[config.mk]
export PLATFORM = sky130hd
export DESIGN_NAME = sbaud_gen
export DESIGN_NICKNAME = d
export VERILOG_FILES = /design/src/rtl/sbaud_pkg.sv /design/src/rtl/sbaud_decode.sv /design/src/rtl/sbaud_count.sv /design/src/rtl/sbaud_gen.sv
export SDC_FILE = /design/constraint.sdc
export NUM_CORES = 1
export LEC_CHECK = 0
export BUFFER_PORTS_ARGS = -buffer_cell sky130_fd_sc_hd__buf_2
export CAP_MARGIN = 20
export CORE_MARGIN = 10
export CORE_UTILIZATION = 55
export DETAILED_ROUTE_END_ITERATION = 16
export GPL_TIMING_DRIVEN = 0
export PLACE_DENSITY_LB_ADDON = 0.05
export SYNTH_ARGS = -nofsm -noshare
export SYNTH_HDL_FRONTEND = slang
export SYNTH_SLANG_ARGS = --single-unit
[constraint.sdc]
create_clock -name clk -period 4.3 [get_ports clk]
set_clock_uncertainty 0.15 [all_clocks]
set_input_delay 0.215 -clock clk [delete_from_list [all_inputs] [get_ports clk]]
set_output_delay 0.215 -clock clk [all_outputs]
set_load 0.01 [all_outputs]
[src/rtl/sbaud_pkg.sv]
package sbaud_pkg;
    localparam int CFG_W     = 16;
    localparam int PRE_W     = 5;
    localparam int PRE_LSB   = 8;
    localparam int SEL_W     = 3;
    localparam int SEL_LSB   = 0;
    localparam int DIV_CODES = 5;

    typedef enum logic [0:0] {
        GEN_IDLE = 1'b0,
        GEN_RUN  = 1'b1
    } gen_state_e;
endpackage

[src/rtl/sbaud_decode.sv]
module sbaud_decode #(
    parameter int CFG_W     = sbaud_pkg::CFG_W,
    parameter int PRE_W     = sbaud_pkg::PRE_W,
    parameter int PRE_LSB   = sbaud_pkg::PRE_LSB,
    parameter int SEL_W     = sbaud_pkg::SEL_W,
    parameter int SEL_LSB   = sbaud_pkg::SEL_LSB,
    parameter int DIV_CODES = sbaud_pkg::DIV_CODES
) (
    input  logic [CFG_W-1:0]     cfg_word,
    output logic [PRE_W-1:0]     pre_last,
    output logic [DIV_CODES-1:0] div_last
);
    localparam int LOG_W = $clog2(DIV_CODES + 1);
    localparam logic [SEL_W-1:0] SEL_BYPASS = '1;

    logic [SEL_W-1:0]     sel;
    logic [LOG_W-1:0]     dlog;
    logic [DIV_CODES:0]   ratio;

    assign sel      = cfg_word[SEL_LSB +: SEL_W];
    assign pre_last = cfg_word[PRE_LSB +: PRE_W];

    // exponent of the divider ratio; bypass is clamped when prescale exceeds 2
    always_comb begin
        if (sel == SEL_BYPASS) begin
            dlog = (pre_last <= PRE_W'(1)) ? LOG_W'(0) : LOG_W'(1);
        end else if (int'(sel) < DIV_CODES) begin
            dlog = LOG_W'(sel) + LOG_W'(1);
        end else begin
            dlog = LOG_W'(DIV_CODES);
        end
    end

    assign ratio    = (DIV_CODES+1)'(1) << dlog;
    assign div_last = DIV_CODES'(ratio - (DIV_CODES+1)'(1));
endmodule

[src/rtl/sbaud_count.sv]
module sbaud_count #(
    parameter int PRE_W = sbaud_pkg::PRE_W,
    parameter int DIV_W = sbaud_pkg::DIV_CODES
) (
    input  logic             clk,
    input  logic             rst_n,
    input  logic             run,
    input  logic [PRE_W-1:0] pre_last,
    input  logic [DIV_W-1:0] div_last,
    output logic             wrap
);
    logic [PRE_W-1:0] pcnt;
    logic [DIV_W-1:0] dcnt;
    logic             pre_end;
    logic             div_end;

    assign pre_end = (pcnt == pre_last);
    assign div_end = (dcnt == div_last);
    assign wrap    = run && pre_end && div_end;

    always_ff @(posedge clk) begin
        if (!rst_n || !run) begin
            pcnt <= '0;
            dcnt <= '0;
        end else if (pre_end) begin
            pcnt <= '0;
            dcnt <= div_end ? '0 : dcnt + DIV_W'(1);
        end else begin
            pcnt <= pcnt + PRE_W'(1);
        end
    end

    // prescale stage never passes its terminal count
    assert_pre_bound_R2: assert property (@(posedge clk) disable iff (!rst_n)
        run |-> (pcnt <= pre_last));

    // divider stage never passes its terminal count
    assert_div_bound_R3: assert property (@(posedge clk) disable iff (!rst_n)
        run |-> (dcnt <= div_last));
endmodule

[src/rtl/sbaud_gen.sv]
module sbaud_gen #(
    parameter int   CFG_W      = sbaud_pkg::CFG_W,
    parameter int   PRE_W      = sbaud_pkg::PRE_W,
    parameter int   PRE_LSB    = sbaud_pkg::PRE_LSB,
    parameter int   SEL_W      = sbaud_pkg::SEL_W,
    parameter int   SEL_LSB    = sbaud_pkg::SEL_LSB,
    parameter int   DIV_CODES  = sbaud_pkg::DIV_CODES,
    parameter logic IDLE_LEVEL = 1'b0
) (
    input  logic             clk,
    input  logic             rst_n,
    input  logic             gen_en,
    input  logic [CFG_W-1:0] cfg_word,
    output logic             half_tick,
    output logic             sclk_level
);
    import sbaud_pkg::*;

    gen_state_e state, state_nxt;

    logic [PRE_W-1:0]     dec_pre,  act_pre;
    logic [DIV_CODES-1:0] dec_div,  act_div;
    logic                 cnt_run;
    logic                 wrap;

    sbaud_decode #(
        .CFG_W(CFG_W), .PRE_W(PRE_W), .PRE_LSB(PRE_LSB),
        .SEL_W(SEL_W), .SEL_LSB(SEL_LSB), .DIV_CODES(DIV_CODES)
    ) u_decode (
        .cfg_word (cfg_word),
        .pre_last (dec_pre),
        .div_last (dec_div)
    );

    // next-state logic: start, halt, hold
    always_comb begin
        state_nxt = state;
        unique case (state)
            GEN_IDLE: if (gen_en)  state_nxt = GEN_RUN;
            GEN_RUN:  if (!gen_en) state_nxt = GEN_IDLE;
            default:  state_nxt = GEN_IDLE;
        endcase
    end

    always_ff @(posedge clk) begin
        if (!rst_n) state <= GEN_IDLE;
        else        state <= state_nxt;
    end

    assign cnt_run = (state == GEN_RUN) && gen_en;

    sbaud_count #(.PRE_W(PRE_W), .DIV_W(DIV_CODES)) u_count (
        .clk      (clk),
        .rst_n    (rst_n),
        .run      (cnt_run),
        .pre_last (act_pre),
        .div_last (act_div),
        .wrap     (wrap)
    );

    assign half_tick = wrap;

    // active configuration: follows the input while idle, reloads only at a wrap
    always_ff @(posedge clk) begin
        if (!rst_n) begin
            act_pre <= '0;
            act_div <= '0;
        end else if (state == GEN_IDLE || wrap) begin
            act_pre <= dec_pre;
            act_div <= dec_div;
        end
    end

    // output process: serial clock level
    always_ff @(posedge clk) begin
        if (!rst_n || !gen_en) sclk_level <= IDLE_LEVEL;
        else if (wrap)         sclk_level <= ~sclk_level;
    end

    assert_idle_level_R9: assert property (@(posedge clk) disable iff (!rst_n)
        !gen_en |=> (sclk_level == IDLE_LEVEL && !half_tick));

    assert_sclk_flip_R8: assert property (@(posedge clk) disable iff (!rst_n)
        (half_tick && gen_en) |=> (sclk_level != $past(sclk_level)));

    assert_sclk_hold_R8: assert property (@(posedge clk) disable iff (!rst_n)
        (!half_tick && gen_en) |=> $stable(sclk_level));

    assert_cfg_hold_R10: assert property (@(posedge clk) disable iff (!rst_n)
        (state == GEN_RUN && gen_en && !half_tick) |=> ($stable(act_pre) && $stable(act_div)));

    assert_bypass_clamp_R5: assert property (@(posedge clk) disable iff (!rst_n)
        (act_div == '0) |-> (act_pre <= PRE_W'(1)));
endmodule

==> flow_metrics.env, run 1 <==
export IMPL_cts_tree="done"
export IMPL_yosysSeqAreaShare_pct=36.4
export IMPL_die_h_um=66.9
export IMPL_firstDrtPassIters=4
export IMPL_drt_vias_per_instance=5.37
export IMPL_hold_buffers=1
export IMPL_wl_met1_um=1110
export IMPL_initial_utilization_pct=59.8
export IMPL_die_w_um=66.9
export IMPL_crit_family="simple AND/OR/NAND/NOR gates"
export IMPL_synth_area_sq_um=1210
export IMPL_yosys_area_share_simple_pct=24.6
export IMPL_synth_edf_count=0
export IMPL_ir_drop_mv=0.252
export IMPL_avgRoutedWirePerCell_um=13.0
export IMPL_max_slew_worst_pin_slew_ns=0.467
export IMPL_finalHoldViolCount=0
export IMPL_core_area_sq_um=2020
export IMPL_top_layer="met4"
export IMPL_p_per_area_nw_per_um2=331
export IMPL_fp_row_count=16
export IMPL_cp_end_kind="flip-flop"
export IMPL_cp_max_fo=6
export IMPL_arrival_ns=2.36
export IMPL_stdcell_area_sq_um=1380
export IMPL_worst_setup_path_start_kind="primary input"
export IMPL_synth_xor_area_share_pct=10.1
export IMPL_synth_largest_area_cell="dfxtp_1"
export IMPL_relSlewSlack_pct=68.9
export IMPL_period_needed_ns=2.26
export IMPL_layout_drive_gt1_share_pct=14.7
export IMPL_crit_slowest_cell="or3b_2"
export IMPL_fp_dieArea_sq_um=4470
export IMPL_grt_first_pass_wirelength_um=4050
export IMPL_regToRegEndpoint="act_div[1]"
export IMPL_crit_chain="buf_2 > ha_1 > ha_1 > or3b_2 > a2bb2o_1 > ha_1 > nand4b_1 > a21oi_1 > nor2_1 > o221ai_1 > mux2i_1"
export IMPL_synth_compound_area_share_pct=10.9
export IMPL_startpoint="cfg_word[0]"
export IMPL_vias=983
export IMPL_place_area_sq_um=1300
export IMPL_grt_setup_unrepaired="no"
export IMPL_cpPeakStageDelay_ns=0.49
export IMPL_clock_sinks=22
export IMPL_clock_latency_ns=0.31
export IMPL_netlist_instances=138
export IMPL_clock_path_buffers=2
export IMPL_wl_met2_um=1180
export IMPL_rrSetupSlack_ns=2.55
export IMPL_grt_start_max_net_pins=14
export IMPL_synth_cell_types=33
export IMPL_rr_worst_depth=6
export IMPL_antenna_found_initial=0
export IMPL_setup_ws_ns=2.04
export IMPL_hpwl_um=1890
export IMPL_grt_pass1_vias=936
export IMPL_min_period_over_period_pct=52.6
export IMPL_reg2reg_from="u_count.pcnt[0]"
export IMPL_cts_root_buf="clkbuf_4"
export IMPL_synthMuxAreaShare_pct=9.94
export IMPL_crit_cells=11
export IMPL_wl_met3_um=75
export IMPL_outcome="complete, no violations"
export IMPL_synthTopCellsByArea="dfxtp_1, mux2i_1, nand2_1"
export IMPL_setup_tns_ns=0
export IMPL_cpMostUsedCell="ha_1"
export IMPL_grt_use_total_pct=11.2
export IMPL_final_common_cell="nand2_1"
export IMPL_synth_top_family_by_area="simple AND/OR/NAND/NOR gates"
export IMPL_async_flop_share_pct=0
export IMPL_cts_buffers=3
export IMPL_pre_cts_ws_ns=1.71
export IMPL_ys_seq_elements=22
export IMPL_drv_cap=0
export IMPL_ioPinCount=21
export IMPL_power_uw=454
export IMPL_worstPathRequired_ns=4.40
export IMPL_syn_num_nets=162
export IMPL_cts_setup_buffers=0
export IMPL_max_clock_freq_mhz=442
export IMPL_antenna_cells=0
export IMPL_drtIter0Drc=31
export IMPL_area_growth_pct=13.8
export IMPL_setup_viol=0
export IMPL_port_buffers=12
export IMPL_yosysWarningCount=0
export IMPL_worstHoldPathType="in2reg"
export IMPL_layout_common_cells="nand2_1, dfxtp_1, nor2_1, mux2i_1, buf_2"
export IMPL_drt_wl_total_um=2380
export IMPL_htreeDepth=1
export IMPL_drc=0
export IMPL_syn_avg_cell_area_sq_um=8.76
export IMPL_drv_slew=0
export IMPL_worstSetupPathType="in2reg"
export IMPL_ant_nets=0
export IMPL_synth_fa_ha_area_share_pct=5.18
export IMPL_path_clk_slew_ns=0.13
export IMPL_overflow=0
export IMPL_ys_flop_type="dfxtp_1"
export IMPL_nets=181
export IMPL_ctsResizeCount=0
export IMPL_endpoint="act_div[4]"
export IMPL_crit_buf_inv=1
export IMPL_synth_top_cell_area_share_pct=36.4
export IMPL_gp_congestion=0.818
export IMPL_p_leak_nw=0.568
worst min-delay path by stage:
stage | depth (start not counted) | endpoint | startpoint
6_report | 3 | act_pre[2] | cfg_word[10]
2_1_floorplan | 2 | act_pre[0] | cfg_word[8]
4_1_cts | 3 | act_pre[4] | cfg_word[12]
5_1_grt | 3 | act_pre[3] | cfg_word[11]
3_3_place_gp | 2 | sclk_level | sclk_level
3_5_place_dp | 2 | act_div[0] | act_div[0]
layout make-up:
cell class | count | area (sq um)
Clock buffer | 3 | 22.5
Clock inverter | 1 | 30.0
Tap cell | 27 | 33.8
Inverter | 2 | 7.51
Buffer | 4 | 26.3
Fill cell | 169 | 647
Multi-Input combinational cell | 110 | 734
Sequential cell | 22 | 440
Timing Repair Buffer | 14 | 80.1
per-layer routing:
layer	up-vias	global-route usage, %
met4	0	3.08
met5	-	0
met3	4	2.51
li1	517	-
met2	22	19.7
met1	440	13.2
state kept, by name, indices dropped and copies added, names as in the netlist:
register / cells
sclk_level: 1
u_count.pcnt: 5
act_div: 5
act_pre: 5
state: 1
u_count.dcnt: 5
logic make-up after synthesis:
| group | Yosys count |
|---|---|
| mux | 12 |
| fa+ha+maj | 5 |
| flops | 22 |
| simple gates | 63 |
| buf+inv | 6 |
| compound gates | 16 |
| xor+xnor | 14 |
worst min-delay path, delay by kind of cell:
kind	cells	cell delay, ns
mux	1	0.05
simple gates	1	0.05
buf+inv	1	0.10
through the flow:
| step | hold WS (ns) | util [%] | instances |
|---|---|---|---|
| 6_report | 0.0116 | 68.0 | 183 |
| 5_1_grt | 0.00570 | 68.0 | 183 |
| 4_1_cts | 0.00768 | 67.5 | 182 |
| 3_5_place_dp | 0.315 | 64.4 | 177 |
| 3_3_place_gp | 0.303 | 64.4 | 177 |
| 2_1_floorplan | 0.204 | - | 138 |
cells in the mapped netlist, types with 2 or more instances:
cell	count
and3_1	2
nor3b_1	2
nor3_1	2
xnor2_1	6
dfxtp_1	22
inv_1	2
clkbuf_1	3
nand2b_1	3
nand3_1	6
ha_1	5
o21ai_0	3
nand2_1	28
a21oi_1	4
nor2_1	12
a2bb2oi_1	2
xor2_1	8
mux2i_1	12
report_power, final:
part           leakage, nW  switching [mW]  internal [mW]
sequential           0.180         0.00714          0.214
clock               0.0279          0.0615         0.0942
combinational        0.360          0.0427         0.0352
total                0.568           0.111          0.343
Note: power is estimated with default switching activity, not from simulation.
==> run 2: changes to the inputs <==
--- a/config.mk
+++ b/config.mk
@@ -8,7 +8,7 @@
 export BUFFER_PORTS_ARGS = -buffer_cell sky130_fd_sc_hd__buf_2
 export CAP_MARGIN = 20
 export CORE_MARGIN = 10
-export CORE_UTILIZATION = 55
+export CORE_UTILIZATION = 49
 export DETAILED_ROUTE_END_ITERATION = 16
 export GPL_TIMING_DRIVEN = 0
 export PLACE_DENSITY_LB_ADDON = 0.05
==> constraint.sdc (replaced) <==
create_clock -name clk -period 1.88 [get_ports clk]
set_clock_uncertainty 0.15 [all_clocks]
set_input_delay 0.094 -clock clk [delete_from_list [all_inputs] [get_ports clk]]
set_output_delay 0.094 -clock clk [all_outputs]
set_load 0.01 [all_outputs]
==> run 2 against run 1 <==
Combinational power grew to 3.2 times the previous value. Critical path depth shrank 5. Die area is 8.5% higher. Non-clock buffer count grew 15. Highest routed layer unchanged.
==> flow_metrics.env, run 2 (synthesis gave the netlist of run 1 again) <==
export IMPL_outcome="complete, no violations"
export IMPL_worstSetupPathType="reg2out"
export IMPL_worst_setup_path_start_kind="flip-flop"
export IMPL_avgRoutedWirePerCell_um=13.5
export IMPL_crit_family="simple AND/OR/NAND/NOR gates"
export IMPL_finalHoldViolCount=0
export IMPL_stdcell_area_sq_um=1590
export IMPL_path_clk_slew_ns=0.13
export IMPL_fp_dieArea_sq_um=4850
export IMPL_drc=0
export IMPL_worstHoldPathType="in2reg"
export IMPL_cts_buffers=3
export IMPL_grt_setup_unrepaired="yes"
export IMPL_relSlewSlack_pct=72.3
export IMPL_port_buffers=12
export IMPL_drt_wl_total_um=2690
export IMPL_initial_utilization_pct=53.1
export IMPL_period_needed_ns=1.83
export IMPL_p_leak_nw=0.651
export IMPL_grt_pass1_vias=1025
export IMPL_drtIter0Drc=45
export IMPL_crit_chain="xor2_1 > nor3_2 > and2_4 > nand3_2 > nor2_1 > buf_2"
export IMPL_pre_cts_ws_ns=-0.261
export IMPL_power_mw=1.02
export IMPL_grt_start_max_net_pins=13
export IMPL_fp_row_count=17
export IMPL_max_slew_worst_pin_slew_ns=0.416
export IMPL_drv_slew=0
export IMPL_hpwl_um=1950
export IMPL_ant_nets=0
export IMPL_ir_drop_mv=0.396
export IMPL_crit_buf_inv=1
export IMPL_worstPathRequired_ns=1.64
export IMPL_clock_sinks=22
export IMPL_setup_viol=0
export IMPL_cts_root_buf="clkbuf_4"
export IMPL_antenna_found_initial=0
export IMPL_grt_first_pass_wirelength_um=4440
export IMPL_clock_latency_ns=0.31
export IMPL_arrival_ns=1.58
export IMPL_firstDrtPassIters=4
export IMPL_vias=1042
export IMPL_die_w_um=69.7
export IMPL_min_from="cfg_word[0]"
export IMPL_p_per_area_nw_per_um2=641
export IMPL_area_growth_pct=31.3
export IMPL_clock_path_buffers=2
export IMPL_core_area_sq_um=2280
export IMPL_place_area_sq_um=1330
export IMPL_antenna_cells=0
export IMPL_layout_drive_gt1_share_pct=29.2
export IMPL_cpPeakStageDelay_ns=0.38
export IMPL_die_h_um=69.7
export IMPL_layout_common_cells="nand2_1, dfxtp_1, mux2i_1"
export IMPL_nets=196
export IMPL_drt_vias_per_instance=5.24
export IMPL_drv_cap=0
export IMPL_cp_end_kind="primary output"
export IMPL_max_clock_freq_mhz=547
export IMPL_fillCellCount=178
export IMPL_gp_congestion=0.797
export IMPL_ioPinCount=21
export IMPL_htreeDepth=1
export IMPL_overflow=0
export IMPL_cts_tree="done"
export IMPL_reg2reg_from="u_count.dcnt[1]"
export IMPL_crit_slowest_cell="dfxtp_4"
export IMPL_setup_ws_ns=0.0515
export IMPL_min_period_over_period_pct=97.3
export IMPL_final_common_cell="nand2_1"
export IMPL_startpoint="u_count.dcnt[0]"
export IMPL_cp_max_fo=5
export IMPL_grt_use_total_pct=10.8
run 2: cell count changes in the layout (fill, tap and decap cells not counted), sizes merged:
cell and change:
clkbuf +1, buf +10, dlygate4sd3 +5, bufinv -1
run 2: through the flow:
stage / cells / hold WS, ns / utilization (%) / TNS (ns)
floorplan: 138 / 0.0828 / - / 0
global placement: 178 / 0.194 / 58.6 / -0.332
detailed placement: 178 / 0.204 / 58.6 / -0.453
CTS: 190 / 0.103 / 64.2 / 0
global route: 199 / 0.136 / 69.7 / -0.0569
finish: 199 / 0.0975 / 69.7 / 0
run 2: timing repair:
action / 4_1_cts / 5_1_grt
setup endpoints to repair: 1 / 2
setup buffers: 1 / 9
endpoints found under the hold margin: 6 / 0
gates resized for setup: 3 / 22
pin swaps: 1 / 12
hold buffers: 7 / 0
run 2: worst paths after layout:
kind	end	slack, ns	cells after the start
setup / recovery	half_tick	0.05	6
hold / removal	act_div[3]	0.1	4
setup reg to reg	act_pre[0]	0.13	7
hold reg to reg	u_count.pcnt[0]	0.32	1
run 2: worst reg2reg max path: stages, from the launching register on:
cell and delay, ns:
dfxtp_1 0.41, xor2_1 0.18, nor2_2 0.07, and2_4 0.18, buf_4 0.14, a31oi_4 0.18, buf_8 0.17, mux2i_1 0.19
run 2: per-layer routing:
metal  GRT usage, %  share of wire, %  vias up
met5              0                 0        -
met4           5.43               1.4        0
met3           2.14               2.8        4
met2           18.2                52       12
met1           12.4                43      483
li1               -                 -      543
run 2: final cells by class:
cell class | instances | area (sq um) | share of cell area [%]
Sequential cell | 22 | 453 | 28.5
Inverter | 2 | 7.51 | 0.473
Buffer | 4 | 26.3 | 1.66
Timing Repair Buffer | 29 | 218 | 13.7
Tap cell | 28 | 35.0 | 2.21
Clock buffer | 4 | 36.3 | 2.29
Multi-Input combinational cell | 110 | 811 | 51.1
run 2: where the power goes:
part	total [mW]	switching, mW	internal, mW
Combinational	0.248	0.117	0.131
Clock	0.265	0.147	0.118
Sequential	0.504	0.0167	0.488
Total	1.02	0.280	0.737
==> run 3: changes to the inputs <==
--- a/config.mk
+++ b/config.mk
@@ -5,10 +5,12 @@
 export SDC_FILE = /design/constraint.sdc
 export NUM_CORES = 1
 export LEC_CHECK = 0
+export ABC_AREA = 1
 export BUFFER_PORTS_ARGS = -buffer_cell sky130_fd_sc_hd__buf_2
 export CAP_MARGIN = 20
 export CORE_MARGIN = 10
 export CORE_UTILIZATION = 49
+export CTS_CLUSTER_SIZE = 10
 export DETAILED_ROUTE_END_ITERATION = 16
 export GPL_TIMING_DRIVEN = 0
 export PLACE_DENSITY_LB_ADDON = 0.05
==> run 3 against run 2 <==
Largest power group unchanged. Count of clock-buffer cells in the layout decreased by 1. Synthesized cell count increased by 34%. Critical path depth increased by 1. Wire length increased by 0.41%. Worst setup slack improved by 0.061 ns. Register-to-register slack improved by 0.09 ns. Sequential power about the same. Highest routed layer unchanged. Via count increased by 10%. Final cell count increased by 21%.
==> flow_metrics.env, run 3 <==
export IMPL_grt_pass1_vias=1078
export IMPL_grt_first_pass_wirelength_um=4570
export IMPL_setup_tns_ns=0
export IMPL_synth_largest_area_cell="dfxtp_1"
export IMPL_die_w_um=70.6
export IMPL_overflow=0
export IMPL_antenna_found_initial=0
export IMPL_die_h_um=70.6
export IMPL_min_period_over_period_pct=94.0
export IMPL_holdPathStages=7
export IMPL_pwr_share_clk_pct=22.9
export IMPL_rr_worst_depth=9
export IMPL_layout_common_cells="nand2_1, nor2_1, inv_1"
export IMPL_clock_sinks=22
export IMPL_rrSetupSlack_ns=0.22
export IMPL_netlist_instances=185
export IMPL_fp_row_count=18
export IMPL_grt_start_max_net_pins=12
export IMPL_synth_edf_count=0
export IMPL_grt_use_total_pct=10.7
export IMPL_place_area_sq_um=1350
export IMPL_min_from="cfg_word[2]"
export IMPL_antenna_cells=0
export IMPL_arrival_ns=1.52
export IMPL_worstSetupPathType="reg2out"
export IMPL_async_flop_share_pct=0
export IMPL_power_uw=924
export IMPL_comb_power_share_pct=22.8
export IMPL_drtIter0Drc=48
export IMPL_port_buffers=12
export IMPL_drt_wl_total_um=2700
export IMPL_synth_commonest_cells="nand2_1, nor2_1, inv_1, dfxtp_1, nand3_1"
export IMPL_worstHoldPathType="in2reg"
export IMPL_ys_flop_type="dfxtp_1"
export IMPL_firstDrtPassIters=4
export IMPL_p_leak_nw=0.694
export IMPL_synth_cell_types=25
export IMPL_yosysWarningCount=0
export IMPL_avgRoutedWirePerCell_um=11.2
export IMPL_stdcell_area_sq_um=1530
export IMPL_max_slew_worst_pin_slew_ns=0.462
export IMPL_cpMostUsedCell="nand3_1"
export IMPL_outcome="complete, no violations"
export IMPL_finalHoldViolCount=0
export IMPL_drv_cap=0
export IMPL_cts_tree="done"
export IMPL_cts_buffers=3
export IMPL_crit_chain="xnor2_1 > nand3_1 > nor2_4 > buf_6 > nand3_1 > inv_1 > buf_2"
export IMPL_final_common_cell="nand2_1"
export IMPL_layout_drive_gt1_share_pct=17.1
export IMPL_htreeDepth=1
export IMPL_setup_viol=0
export IMPL_ioPinCount=21
export IMPL_gp_congestion=0.834
export IMPL_period_needed_ns=1.77
export IMPL_core_area_sq_um=2450
export IMPL_p_seq_share_pct=54.3
export IMPL_switching_share_pct=28.6
export IMPL_worstPathRequired_ns=1.64
export IMPL_fp_dieArea_sq_um=4990
export IMPL_clock_latency_ns=0.30
export IMPL_synth_top_cell_area_share_pct=35.1
export IMPL_synth_most_common_cell="nand2_1"
export IMPL_power_internal_uw=659
export IMPL_syn_num_nets=209
export IMPL_holdPathEnd="act_div[2]"
export IMPL_cp_max_fo=4
export IMPL_area_growth_pct=21.5
export IMPL_clock_path_buffers=2
export IMPL_synthTopCellsByArea="dfxtp_1, nand2_1, nor2_1"
export IMPL_crit_slowest_cell="dfxtp_1"
export IMPL_reg2reg_from="u_count.pcnt[0]"
export IMPL_post_route_util_pct=62.2
export IMPL_max_clock_freq_mhz=566
export IMPL_p_sw_uw=265
export IMPL_ant_nets=0
export IMPL_initial_utilization_pct=51.2
export IMPL_drc=0
export IMPL_cp_end_kind="primary output"
export IMPL_cpPeakStageDelay_ns=0.41
export IMPL_drv_slew=0
export IMPL_worst_setup_path_start_kind="flip-flop"
export IMPL_regToRegEndpoint="act_div[1]"
export IMPL_ir_drop_mv=0.371
export IMPL_vias=1149
export IMPL_ys_seq_elements=22
export IMPL_yosysSeqAreaShare_pct=35.1
export IMPL_drt_vias_per_instance=4.79
export IMPL_synth_area_sq_um=1260
export IMPL_path_clk_slew_ns=0.12
export IMPL_cts_root_buf="clkbuf_4"
export IMPL_syn_avg_cell_area_sq_um=6.79
export IMPL_hpwl_um=1990
export IMPL_relSlewSlack_pct=68.9
export IMPL_nets=236
export IMPL_p_per_area_nw_per_um2=605
## run 3: cell types whose count changed in the layout (fill, tap and decap cells not counted), sizes merged, moves of 5 or more
cell	delta
nand3	+8
nand2	+18
a21oi	+5
mux2i	-12
xor2	-7
buf	-5
nor2	+19
inv	+25
## run 3: final cells by class
cell class,instances,area (sq um)
fill,233,928
multi-input combinational,132,729
sequential,22,443
timing repair buffer,22,158
inverter,27,101
tap,30,37.5
buffer,4,35.0
clock buffer,3,22.5
## run 3: power groups by stage
stage | Sequential, mW | Combinational [mW] | Clock (mW)
after floorplan | 0.509 | 0.133 | 0
after global placement | 0.512 | 0.166 | 0
after detailed placement | 0.513 | 0.171 | 0
after CTS | 0.502 | 0.187 | 0.222
after global routing | 0.505 | 0.243 | 0.244
final | 0.502 | 0.211 | 0.211
## run 3: worst max path at each step
stage	depth (start not counted)	startpoint	endpoint
after global routing	9	u_count.pcnt[3]	half_tick
after CTS	7	u_count.pcnt[0]	half_tick
after detailed placement	14	cfg_word[0]	act_div[4]
after floorplan	13	cfg_word[0]	act_div[4]
final	7	u_count.pcnt[0]	half_tick
after global placement	14	cfg_word[0]	act_div[4]
## run 3: metrics by stage
step | std cells | hold slack (ns) | worst slack, ns
floorplan | 185 | 0.0552 | 0.0393
global placement | 227 | 0.163 | -0.260
detailed placement | 227 | 0.179 | -0.332
CTS | 238 | 0.130 | 0.0254
global route | 240 | 0.184 | -0.00586
finish | 240 | 0.144 | 0.113
## run 3: repair_timing
action | 4_1_cts | 5_1_grt
setup buffers | 0 | 3
gates resized for setup | 2 | 13
pin swaps | 0 | 5
endpoints found under the setup margin | 2 | 5
hold buffers | 8 | 0
hold endpoints to repair | 8 | 0
## run 3: cell families (layout without fill, tap and decap cells)
| kind of cell | Yosys count | after routing | share of synthesized area, % |
|---|---|---|---|
| xor gates and xnor gates | 9 | 9 | 6.28 |
| buffers and inverters | 31 | 56 | 10.4 |
| AOI/OAI and AO/OA | 14 | 14 | 5.78 |
| DFF | 22 | 22 | 35.1 |
| adders and majority gates | 5 | 5 | 4.98 |
| and+or+nand+nor | 104 | 104 | 37.5 |
## run 3: worst max-delay path, delay by kind of cell (launching register included)
family / cells / cell delay (ns)
flops: 1 / 0.41
buf+inv: 3 / 0.29
simple gates: 3 / 0.38
xor+xnor: 1 / 0.13
## run 3: layer usage
metal	GRT usage [%]	vias up	wire length (um)
li1	-	630	-
met1	13.3	504	1340
met2	17.8	13	1260
met3	2.51	2	76
met4	3.23	0	13
met5	0	-	0
